`config.mk`:
```
export PLATFORM = sky130hd
export DESIGN_NAME = ilv2_slow_unit
export DESIGN_NICKNAME = d
export VERILOG_FILES = /design/src/rtl/ilv2_pkg.sv /design/src/rtl/ilv2_slow_func.sv /design/src/rtl/ilv2_way.sv /design/src/rtl/ilv2_steer.sv /design/src/rtl/ilv2_slow_unit.sv
export SDC_FILE = /design/constraint.sdc
export NUM_CORES = 1
export LEC_CHECK = 0
export ABC_AREA = 1
export ABC_CLOCK_PERIOD_IN_PS = 8900
export BUFFER_PORTS_ARGS = -buffer_cell sky130_fd_sc_hd__buf_2
export CORE_UTILIZATION = 40
export CTS_BUF_LIST = sky130_fd_sc_hd__clkbuf_16
export CTS_CLUSTER_DIAMETER = 100
export DETAILED_ROUTE_END_ITERATION = 10
export PLACE_DENSITY = 0.53
export SKIP_LAST_GASP = 1
export SYNTH_ARGS = -nofsm -noshare
export SYNTH_HDL_FRONTEND = slang
export SYNTH_HIERARCHICAL = 1
export SYNTH_SLANG_ARGS = --single-unit
```
`constraint.sdc`:
```
create_clock -name clk -period 8.9 [get_ports clk]
set_input_delay 1.78 -clock clk [delete_from_list [all_inputs] [get_ports clk]]
set_output_delay 1.78 -clock clk [all_outputs]
set_load 0.05 [all_outputs]
```
`src/rtl/ilv2_pkg.sv`:
```
package ilv2_pkg;
   localparam int ILV2_WAYS = 2;
   localparam int FN_POLY   = 0;
   localparam int FN_MIX    = 1;

   typedef struct packed {
      logic vld;
      logic way;
   } ilv2_tag_t;
endpackage

```
`src/rtl/ilv2_slow_func.sv`:
```
module ilv2_slow_func
   import ilv2_pkg::*;
#(
   parameter int W      = 16,
   parameter int KIND   = FN_POLY,
   parameter int MUL_K  = 37,
   parameter int ADD_K  = 4660,
   parameter int ROUNDS = 3
) (
   input  logic [W-1:0] a,
   output logic [W-1:0] y
);
   localparam logic [W-1:0] ADD_W = W'(ADD_K);

   if (KIND == FN_POLY) begin : g_poly
      localparam logic [W-1:0] MUL_W = W'(MUL_K);
      logic [2*W-1:0] sq;
      logic [2*W-1:0] lin;
      always_comb begin
         sq = a * a;
         lin = a * MUL_W;
         y = sq[W-1:0] + lin[W-1:0] + ADD_W;
      end
   end else begin : g_mix
      logic [ROUNDS:0][W-1:0] st;
      assign st[0] = a;
      for (genvar r = 0; r < ROUNDS; r++) begin : g_rnd
         assign st[r+1] = {st[r][W-4:0], st[r][W-1:W-3]} ^ (st[r] + ADD_W);
      end
      assign y = st[ROUNDS];
   end
endmodule

```
`src/rtl/ilv2_way.sv`:
```
module ilv2_way
   import ilv2_pkg::*;
#(
   parameter int W      = 16,
   parameter int KIND   = FN_POLY,
   parameter int MUL_K  = 37,
   parameter int ADD_K  = 4660,
   parameter int ROUNDS = 3
) (
   input  logic         clk,
   input  logic         rst,
   input  logic         load,
   input  logic [W-1:0] din,
   output logic [W-1:0] op,
   output logic [W-1:0] res
);
   always_ff @(posedge clk) begin
      if (rst)
         op <= '0;
      else if (load)
         op <= din;
   end

   ilv2_slow_func #(
      .W(W), .KIND(KIND), .MUL_K(MUL_K), .ADD_K(ADD_K), .ROUNDS(ROUNDS)
   ) u_func (
      .a(op),
      .y(res)
   );
endmodule

```
`src/rtl/ilv2_steer.sv`:
```
module ilv2_steer
   import ilv2_pkg::*;
(
   input  logic                 clk,
   input  logic                 rst,
   input  logic                 in_valid,
   output logic                 nxt_way,
   output logic [ILV2_WAYS-1:0] way_load,
   output logic                 sel_vld,
   output logic                 sel_way
);
   ilv2_tag_t tag1, tag2;

   always_comb begin
      way_load = '0;
      if (in_valid)
         way_load[nxt_way] = 1'b1;
   end

   always_ff @(posedge clk) begin
      if (rst) begin
         nxt_way <= 1'b0;
         tag1    <= '0;
         tag2    <= '0;
      end else begin
         if (in_valid)
            nxt_way <= ~nxt_way;
         tag1 <= '{vld: in_valid, way: nxt_way};
         tag2 <= tag1;
      end
   end

   assign sel_vld = tag2.vld;
   assign sel_way = tag2.way;
endmodule

```
`src/rtl/ilv2_slow_unit.sv`:
```
module ilv2_slow_unit
   import ilv2_pkg::*;
#(
   parameter int W         = 16,
   parameter int FUNC_KIND = FN_POLY,
   parameter int MUL_K     = 37,
   parameter int ADD_K     = 4660,
   parameter int ROUNDS    = 3
) (
   input  logic         clk,
   input  logic         rst,
   input  logic         in_valid,
   input  logic [W-1:0] in_data,
   output logic         out_valid,
   output logic [W-1:0] out_data
);
   if (W < 4) begin : g_bad_w
      $error("ilv2_slow_unit: W must be at least 4");
   end
   if (FUNC_KIND != FN_POLY && FUNC_KIND != FN_MIX) begin : g_bad_kind
      $error("ilv2_slow_unit: unknown FUNC_KIND");
   end
   if (ROUNDS < 1 || ROUNDS > 16) begin : g_bad_rounds
      $error("ilv2_slow_unit: ROUNDS must be within 1..16");
   end

   logic                          nxt_way;
   logic [ILV2_WAYS-1:0]          way_load;
   logic                          sel_vld;
   logic                          sel_way;
   logic [ILV2_WAYS-1:0][W-1:0]   way_op;
   logic [ILV2_WAYS-1:0][W-1:0]   way_res;

   ilv2_steer u_steer (
      .clk(clk),
      .rst(rst),
      .in_valid(in_valid),
      .nxt_way(nxt_way),
      .way_load(way_load),
      .sel_vld(sel_vld),
      .sel_way(sel_way)
   );

   for (genvar g = 0; g < ILV2_WAYS; g++) begin : g_way
      ilv2_way #(
         .W(W), .KIND(FUNC_KIND), .MUL_K(MUL_K), .ADD_K(ADD_K), .ROUNDS(ROUNDS)
      ) u_way (
         .clk(clk),
         .rst(rst),
         .load(way_load[g]),
         .din(in_data),
         .op(way_op[g]),
         .res(way_res[g])
      );
   end

   always_ff @(posedge clk) begin
      if (rst) begin
         out_valid <= 1'b0;
         out_data  <= '0;
      end else begin
         out_valid <= sel_vld;
         if (sel_vld)
            out_data <= way_res[sel_way];
      end
   end
endmodule

```
==> metrics.txt, run 1 <==
status finished clean; Initial Util 40.7%; Routed wire per std cell 12.7 µm; fillers 3186; Ant. Diodes 0; PortBufs 35; sequential area share after synthesis 8.68%; core area 30600 µm²; root buffer cell clkbuf_16; Final setup viols 0; final RePlAce weighted congestion 0.825; I/O pins 36; GRT Util Overall 17.8%; Hold Path Origin u_steer/tag1[1]; Reg-to-Reg End out_data[15]; first-pass GRT wire length 45.0 mm; Yosys top cell by area fa_1; Post-synth top cells inv_1, nand2_1, fa_1; Area after DPL 12900 µm²; Via Count 9045; most common cell in the netlist inv_1; Clock Power Share 10.4%; Post-CTS Resized 0; fin. max-slew vios 0; Worst Setup SP g_way[0].u_way/op[6]; Seq pwr share 14.6%; First-pass DRT Iterations 5; Syn Inst Count 1656; largest cells by area after synthesis fa_1, ha_1, inv_1; post-synthesis async set-or-reset flop share 0%; crit start category flop; number of antenna violations at the first check in global routing 0; r2r worst-path depth 25; DIE WIDTH 178 µm; Int Power 1.02 mW; Placement Rows 64; combinational power share 75.0%; CTS Hold Bufs 0; PD cells 164 nW/µm²; Cell Area, Synth 12500 µm²; Sw Pwr 1.12 mW; slowest stage delay, CP 840 ps; reg-to-reg startpoint g_way[0].u_way/op[6]; clock skew 4.24 ps; hold endpoint u_steer/sel_vld; 1st-iter DRT viols 438; CP delay by family, top adder cells; H-tree depth 2; Switching Share 52.4%; Post-synth EDFFs 0; Power Total 2.14 mW; clk slew on worst S/H paths 70 ps; dpl hpwl 22.6 mm; CP max-delay cell dfxtp_1; Die ar. 31800 µm²; max-capacitance violation count 0; Main synth FF type dfxtp_1; post-layout minimum cycle time 6570 ps; reg2reg setup slack 2330 ps; Final Hold Fails 0; pin count of the biggest net entering global routing 34; Avg Inst Size Synth 7.52 µm²; CP bufs+invs 7; Final Cell Area 13100 µm²; Worst-Skew Late Latency 290 ps; peak supply drop 99.2 µV; Routed WL 26.2 mm; Hold/Removal Path Class reg -> reg; GRT overflow 0; syn_nets 2050; CP Capture Type flop; Seq cells post-synth 54; Crit. path cell count 25; hold path depth 2; RSZ-0062 raised after global routing no; CTS tree done; Final nets 2059; Slew HR 24.0%; setup TNS 0 ps; Arr. time, crit path 6760 ps; Tightest Pin Transition 1140 ps; CTS sink count 54; vias in the first global route 9219; crit-path max FO 14; Area Overhead vs Synth 4.85%; Hold WS 404 ps; Die Ht 178 µm; share of cells above drive strength 1 4.02%; Avg Vias per Cell 4.39; clock buffer count from CTS 5; Max Clk Rate 152 MHz; clock buffer depth 2; Static Leak 7.91 nW; YS warnings 6; Layout Utilization 42.7%; top cell type's share of synthesized area 33.6%; critical path type reg -> reg; Final Cycle Share 73.8%; post-CTS setup buffer count 0; CP Data Required Time 9090 ps; Netlist cell types 33; Antenna Nets Post-Route 0; DRC viols 0
## cell usage in the layout, fill, tap and decap left out, drive strengths merged
cell type / n
nand4: 2
conb: 2
dfxtp: 54
fa: 209
clkinv: 4
o21ai: 23
xnor2: 13
clkbuf: 5
bufinv: 1
inv: 530
nand3: 47
o31a: 1
or2: 1
ha: 166
a21o: 1
nand3b: 3
buf: 38
a21oi: 18
nand2: 379
nor2: 135
o21bai: 4
xor2: 20
nor3: 3
a31oi: 3
o211ai: 2
o21a: 1
## power by group through the flow
stage / clock network (mW) / logic, mW / registers [mW]
final: 0.224 / 1.61 / 0.312
after CTS: 0.231 / 1.65 / 0.313
after floorplan: 0 / 1.24 / 0.311
after detailed placement: 0 / 1.64 / 0.319
after global routing: 0.241 / 1.89 / 0.317
after global placement: 0 / 1.63 / 0.318
## flip-flops by register name (all words and copies together) (netlist names)
| name | flops |
|---|---|
| u_steer/tag1 | 2 |
| u_steer/sel_vld | 1 |
| out_valid | 1 |
| g_way.u_way/op | 32 |
| u_steer/nxt_way | 1 |
| out_data | 16 |
| u_steer/sel_way | 1 |
## cell families (layout without fill, tap and decap cells)
logic type / after synthesis / in the layout / share of synthesized area (%)
xor+xnor: 33 / 33 / 2.32
other cells: 2 / 2 / 0.0603
simple gates: 570 / 570 / 18.2
flops: 54 / 54 / 8.68
buf+inv: 569 / 578 / 18.1
compound gates: 53 / 53 / 2.35
fa+ha+maj: 375 / 375 / 50.3
## stage by stage
| stage | std cells | setup slack [ps] |
|---|---|---|
| finish | 2061 | 2330 |
| global route | 2061 | 1870 |
| CTS | 2061 | 2220 |
| detailed placement | 2054 | 2250 |
| global placement | 2054 | 2280 |
| floorplan | 1656 | 2940 |
## worst reg2reg max path, stage by stage, from the launching register on
cell      delay, ps
dfxtp_1         840
ha_1            460
fa_1            470
fa_1            500
fa_1            560
inv_1            60
fa_1            500
inv_1            50
fa_1            470
inv_1            50
fa_1            540
fa_1            580
inv_1            70
ha_1            370
nand4_1         100
inv_1            50
nand2_1          60
o211ai_1         80
a31oi_1         190
inv_1            60
nand3_1          70
nand2_1          70
inv_1            50
nor2_1           30
nor2_1          130
nor2_1           40
## worst max path at each step
stage / endpoint / slack [ps]
floorplan: out_data[15] / 2940
global placement: out_data[15] / 2280
detailed placement: out_data[15] / 2250
CTS: out_data[15] / 2220
global route: out_data[15] / 1870
finish: out_data[15] / 2330
## final cells by class
| class | count | area (µm²) | share of cell area [%] |
|---|---|---|---|
| multi-input combinational | 1033 | 9120 | 69.8 |
| inverter | 533 | 2000 | 15.3 |
| sequential | 54 | 1080 | 8.28 |
| tap | 396 | 495 | 3.79 |
| timing repair buffer | 38 | 198 | 1.51 |
| clock buffer | 5 | 125 | 0.958 |
| clock inverter | 2 | 38.8 | 0.297 |
## routing by layer
layer	track usage, %	up-vias	part of all wire [%]
met4	1.31	0	0.33
met5	0	-	0
li1	-	4716	-
met1	27.0	4225	54
met2	28.7	95	43
met3	1.49	9	2.1
Note: power is estimated with default switching activity, not from simulation.
==> run 2: changes to the inputs <==
ABC_AREA = 0   (was 1)
ABC_CLOCK_PERIOD_IN_PS = 6300   (was 8900)
clock period = 6.3 ns   (was 8.9 ns; I/O delays follow)
==> run 2 against run 1 <==
  * Count of clock-buffer cells in the layout unchanged
  * Design area down 5.2%
  * Critical path depth shrank 4
  * Clock skew rose by 4.8 ps
  * Sequential cell count is the same
  * Final cell count fell by 22%
  * Critical path type unchanged
  * Largest cell class unchanged
  * Largest power group unchanged
==> metrics.txt, run 2 <==
crit start category flop; first-pass GRT wire length 38.8 mm; Final nets 1637; PD cells 165 nW/µm²; Hold/Removal Path Class reg -> reg; status finished clean; CTS tree done; clock buffer count from CTS 5; biggest regs g_way.u_way/op x32, out_data x16, u_steer/tag1 x2; Post-synth EDFFs 0; Largest Register g_way.u_way/op; H-tree depth 2; Tightest Pin Transition 984 ps; Initial Util 41.1%; max-capacitance violation count 0; clk slew on worst S/H paths 80 ps; fillers 2744; DIE WIDTH 169 µm; Yosys top cell by area fa_1; compound-gate portion of the synthesized area 4.11%; CP Cell Sequence buf_6 > buf_4 > buf_4 > and2_1 > fa_1 > inv_1 > fa_1 > inv_1 > fa_1 > ha_1 > fa_1 > fa_1 > fa_1 > ha_4 > o21a_1 > o21ai_0 > a211o_1 > a311o_1 > xnor2_2 > mux2i_2 > a211oi_1; GRT overflow 0; commonest non-fill, non-tap cells in the layout inv_1, fa_1, ha_1, nor2_1, nand2_1; top cell type's share of synthesized area 37.5%; crit-path max FO 7; Reg-to-Reg End out_data[14]; Die Ht 169 µm; most common cell in the netlist inv_1; Hold WS 443 ps; Die ar. 28600 µm²; worst setup path endpoint out_data[14]; largest cells by area after synthesis fa_1, ha_1, inv_1; Main synth FF type dfxtp_1; dpl hpwl 20.2 mm; CP delay by family, top adder cells; GRT met2 Usage 29.8%; setup TNS 0 ps; Seq cells post-synth 54; PortBufs 35; slowest stage delay, CP 550 ps; Syn Inst Count 1166; YS warnings 6; Post-Synth Simple-Gate Area 6.94%; clock skew 9.04 ps; M1 GR Usage 24.6%; reg2reg setup slack 210 ps; DRC viols 0; share of cells above drive strength 1 11.2%; post-layout minimum cycle time 6090 ps; area of the multi-input gates 8660 µm²; core area 27200 µm²; First-pass DRT Iterations 4; CP Capture Type flop; Worst Setup SP g_way[0].u_way/op[2]; CP Data Required Time 6510 ps; Final Hold Fails 0; syn_nets 1560; Layout Utilization 45.6%; FF/Latch Area 1090 µm²; main combinational cell family by area after synthesis adder cells; Area Overhead vs Synth 10.9%; reg-to-reg startpoint g_way[0].u_way/op[2]; vias in the first global route 7604; Placement Rows 60; mux cell area share after synthesis 4.30%; Max Clk Rate 164 MHz; Netlist cell types 45; fin. max-slew vios 0; max reg flops 32; most common cell after layout, fill and taps aside inv_1; Post-synth top cells inv_1, fa_1, ha_1; Ant. Diodes 0; critical path type reg -> reg; CTS sink count 54; CP max-delay cell fa_1; GRT Util Overall 17.3%; root buffer cell clkbuf_16; Routed wire per std cell 14.2 µm; pin count of the biggest net entering global routing 55; Final setup viols 0; sequential area share after synthesis 9.68%; I/O pins 36; Via Count 7169; Final Cycle Share 96.6%; peak supply drop 116 µV; CP bufs+invs 5; 1st-iter DRT viols 235; Avg Inst Size Synth 9.58 µm²; r2r worst-path depth 21; Crit. path cell count 21; Static Leak 6.66 nW; GR Util met3 1.73%; number of antenna violations at the first check in global routing 0; clock buffer depth 2; Antenna Nets Post-Route 0; post-synthesis async set-or-reset flop share 0%; Adder-Cell Fraction of Synth Area 56.1%; Avg Vias per Cell 4.44; Slew HR 34.3%; Cell Area, Synth 11200 µm²; Worst-Skew Late Latency 300 ps; final RePlAce weighted congestion 0.853; Crit path top cell by count fa_1; Arr. time, crit path 6300 ps; RSZ-0062 raised after global routing no; Synth Area in XOR/XNOR 5.25%; GRT busiest layer met2; Routed WL 22.9 mm
-- run 2: cell count changes after synthesis, sizes merged, moves of 5 or more --
| cell | previous run | this run |
|---|---|---|
| xor2 | 20 | 12 |
| nand2 | 379 | 64 |
| nor2 | 135 | 68 |
| nand3 | 47 | 0 |
| xnor2 | 13 | 55 |
| nor2b | 0 | 7 |
| a211oi | 0 | 17 |
| o21ai | 23 | 6 |
| buf | 26 | 17 |
| and2 | 0 | 28 |
| inv | 530 | 353 |
| a21o | 1 | 11 |
| a21oi | 18 | 13 |
| mux2i | 0 | 48 |
-- run 2: routing by layer --
metal  part of all wire (%)  up-vias
met5                      0        -
met3                    1.8        5
li1                       -     3596
met1                     49     3503
met2                     49       65
met4                   0.18        0
-- run 2: report_power, final --
group	total [mW]	internal (mW)	switching [mW]	leakage, nW
registers	0.389	0.364	0.0256	0.446
clock network	0.293	0.152	0.141	0.0748
logic	1.36	0.601	0.763	6.14
-- run 2: layout make-up --
class	instances	share of cell area (%)
clock buffers	5	1.01
clock inverters	3	0.212
inverters	353	10.7
multi-input cells	731	69.9
flip-flops and latches	54	8.83
well taps	372	3.76
repair buffers	98	5.56
-- run 2: kinds of logic after synthesis --
family                   after synthesis
flip-flops                            54
adder cells (fa/ha/maj)              375
multiplexers                          48
AND/OR/NAND/NOR                      176
XOR/XNOR                              67
buffers and inverters                381
other                                  2
AO/OA/AOI/OAI                         63
-- run 2: how the worst min path moves through the flow --
| stage | cells past startpoint | end | start | slack (ps) |
|---|---|---|---|---|
| finish | 1 | u_steer/sel_way | u_steer/tag1[0] | 440 |
| global route | 1 | u_steer/sel_vld | u_steer/tag1[1] | 470 |
| CTS | 1 | u_steer/sel_way | u_steer/tag1[0] | 440 |
| detailed placement | 1 | u_steer/sel_way | u_steer/tag1[0] | 420 |
| global placement | 1 | u_steer/sel_vld | u_steer/tag1[1] | 420 |
| floorplan | 1 | u_steer/sel_vld | u_steer/tag1[1] | 410 |
-- run 2: stage by stage --
step           area [µm²]  instances  power, mW  setup slack [ps]
2_1_floorplan       11200       1166       1.33              35.5
3_3_place_gp        12100       1601       1.69             0.739
3_5_place_dp        12100       1601       1.69             -62.4
4_1_cts             12200       1610       2.02             -5.54
5_1_grt             12400       1616       2.27              6.61
6_report            12400       1616       2.05               212
-- run 2: what timing repair did --
item / 4_1_cts / 5_1_grt
gates resized for setup: 3 / 26
buffers inserted: 1 / 6
pin swaps: 4 / 13
gates cloned: 0 / 0
endpoints found under the setup margin: 2 / 3
hold buffers: 0 / 0
==> run 3: changes to the inputs <==
SYNTH_HIERARCHICAL = unset   (was 1)
==> run 3 against run 2 <==
  * Register-to-register slack is essentially flat
  * Total power down 16%
  * Global-route usage up 0.99 points
  * Sequential power decreased by 3%
  * Final cell count down 0.31%
  * Clock power grew 12%
  * Highest routed layer unchanged
==> metrics.txt, run 3 <==
Final Cycle Share 96.4%; first-pass GRT wire length 41.0 mm; post-synthesis async set-or-reset flop share 0%; Layout Utilization 44.5%; Int Power 0.956 mW; vias in the first global route 7986; Initial Util 40.9%; Tightest Pin Transition 1080 ps; max reg flops 32; PortBufs 34; H-tree depth 2; Worst-Skew Late Latency 300 ps; Die ar. 28400 µm²; Area Overhead vs Synth 8.68%; slowest stage delay, CP 540 ps; clock buffer count from CTS 5; Final Hold Fails 0; final RePlAce weighted congestion 0.846; Ant. Diodes 0; YS warnings 0; sequential area share after synthesis 9.56%; Static Leak 6.30 nW; Power Total 1.71 mW; top cell type's share of synthesized area 37.5%; critical path type reg -> reg; Sw Pwr 0.759 mW; Hold Path Origin u_steer.tag1[0]; GRT Util Overall 18.3%; root buffer cell clkbuf_16; DIE WIDTH 169 µm; RSZ-0062 raised after global routing no; Largest Register g_way.u_way.op; Die Ht 169 µm; post-layout minimum cycle time 6070 ps; I/O pins 36; Placement Rows 60; Routed wire per std cell 14.7 µm; reg-to-reg startpoint g_way[1].u_way.op[9]; Via Count 7305; Max Clk Rate 165 MHz; combinational power share 58.8%; clock buffer depth 2; commonest non-fill, non-tap cells in the layout inv_1, fa_1, ha_1, nand2_1, xnor2_1; Switching Share 44.3%; Cell Area, Synth 11100 µm²; Hold/Removal Path Class reg -> reg; fillers 2687; Avg Inst Size Synth 9.30 µm²; Post-synth top cells inv_1, fa_1, ha_1; Syn Inst Count 1193; Crit path top cell by count fa_1; syn_nets 1590; Yosys top cell by area fa_1; number of antenna violations at the first check in global routing 0; max-capacitance violation count 0; clk slew on worst S/H paths 80 ps; First-pass DRT Iterations 4; Seq pwr share 22.0%; largest cells by area after synthesis fa_1, ha_1, inv_1; most common cell after layout, fill and taps aside inv_1; CP Capture Type flop; Antenna Nets Post-Route 0; Final setup viols 0; Hold WS 442 ps; share of cells above drive strength 1 8.31%; Clock Power Share 19.2%; Avg Vias per Cell 4.53; Main synth FF type dfxtp_1; most common cell in the netlist inv_1; Slew HR 27.7%; Post-synth EDFFs 0; crit start category flop; Seq cells post-synth 53; CP max-delay cell fa_1; core area 27100 µm²; dpl hpwl 21.0 mm; crit-path max FO 6; CP Cell Sequence and2_1 > fa_1 > fa_1 > inv_1 > fa_1 > fa_1 > inv_1 > fa_1 > fa_1 > inv_1 > fa_1 > inv_1 > ha_1 > nand3_1 > a211oi_1 > nor3_1 > xnor2_1 > mux2i_1 > a211oi_1; biggest regs g_way.u_way.op x32, out_data x15, u_steer.tag1 x2; DRC viols 0; 1st-iter DRT viols 313; CTS tree done; GRT overflow 0; status finished clean; pin count of the biggest net entering global routing 54; Routed WL 23.7 mm; Arr. time, crit path 6290 ps; setup TNS 0 ps; clock skew 10.1 ps; Worst Setup SP g_way[1].u_way.op[9]; peak supply drop 104 µV; fin. max-slew vios 0; Final nets 1636; Netlist cell types 49; PD cells 142 nW/µm²; CP Data Required Time 6520 ps; CTS sink count 53
## run 3: cell count changes in the layout (fill, tap and decap cells not counted), moves of 5 or more
cell     change
a21oi_1     +30
and2_1      +10
buf_4       -21
ha_1         +8
inv_1       -17
mux2i_1     -37
nand2_1     +53
nand3_1      +5
nor2_1      -29
o21ai_0      +5
xnor2_1      -6
## run 3: final timing paths
path | to | slack (ps) | cells after the start
hold / removal | u_steer.sel_way | 440 | 1
setup reg to reg | out_data[13] | 230 | 19
setup / recovery | out_data[13] | 230 | 19
hold reg to reg | u_steer.sel_way | 440 | 1
## run 3: stage by stage
step,area (µm²),cells,setup slack (ps)
after global routing,12100,1611,4.86
after global placement,11900,1604,93.1
final,12100,1611,225
after detailed placement,11900,1604,-8.88
after floorplan,11100,1193,269
after CTS,12000,1611,131
## run 3: cell families (layout without fill, tap and decap cells)
family | count (synthesis) | in the layout | synth area share [%]
adder cells (fa/ha/maj) | 378 | 378 | 56.7
buffers and inverters | 367 | 413 | 12.5
AND/OR/NAND/NOR | 214 | 214 | 8.59
AO/OA/AOI/OAI | 109 | 109 | 6.73
XOR/XNOR | 61 | 61 | 4.94
flip-flops | 53 | 53 | 9.56
multiplexers | 10 | 10 | 0.902
other | 1 | 1 | 0.0338
## run 3: worst max-delay path, delay by kind of cell (launching register included)
| kind | cells | cell delay [ps] |
|---|---|---|
| XOR/XNOR | 1 | 340 |
| multiplexers | 1 | 130 |
| AND/OR/NAND/NOR | 3 | 420 |
| flip-flops | 1 | 460 |
| buffers and inverters | 4 | 200 |
| adder cells (fa/ha/maj) | 8 | 3870 |
| AO/OA/AOI/OAI | 2 | 560 |
## run 3: repair_timing
item | 4_1_cts | 5_1_grt
hold buffers | 0 | 0
setup buffers | 0 | 0
pin swaps | 0 | 1
setup endpoints to repair | 1 | 3
gates resized for setup | 1 | 11
## run 3: area by class of cell
cell class                      instances  area [µm²]  area share [%]
Tap cell                              372         465            3.86
Inverter                              336        1260            10.5
Multi-Input combinational cell        773        8660            71.8
Clock buffer                            5         125            1.04
Clock inverter                          2        38.8           0.322
Timing Repair Buffer                   70         440            3.65
Sequential cell                        53        1070            8.89
## run 3: power groups by stage
stage | logic, mW | clock network [mW] | registers (mW)
6_report | 1.01 | 0.328 | 0.377
2_1_floorplan | 0.702 | 0 | 0.403
3_5_place_dp | 1.01 | 0 | 0.385
5_1_grt | 1.15 | 0.345 | 0.381
3_3_place_gp | 1.01 | 0 | 0.385
4_1_cts | 1.02 | 0.332 | 0.378
## run 3: layer usage
layer	vias to the layer above	part of all wire, %	GRT usage [%]	routed length, µm
met5	-	0	0	0
met4	0	0.71	1.90	169
met1	3569	53	27.8	12500
li1	3645	-	-	-
met2	75	44	28.7	10400
met3	16	2.6	2.24	605
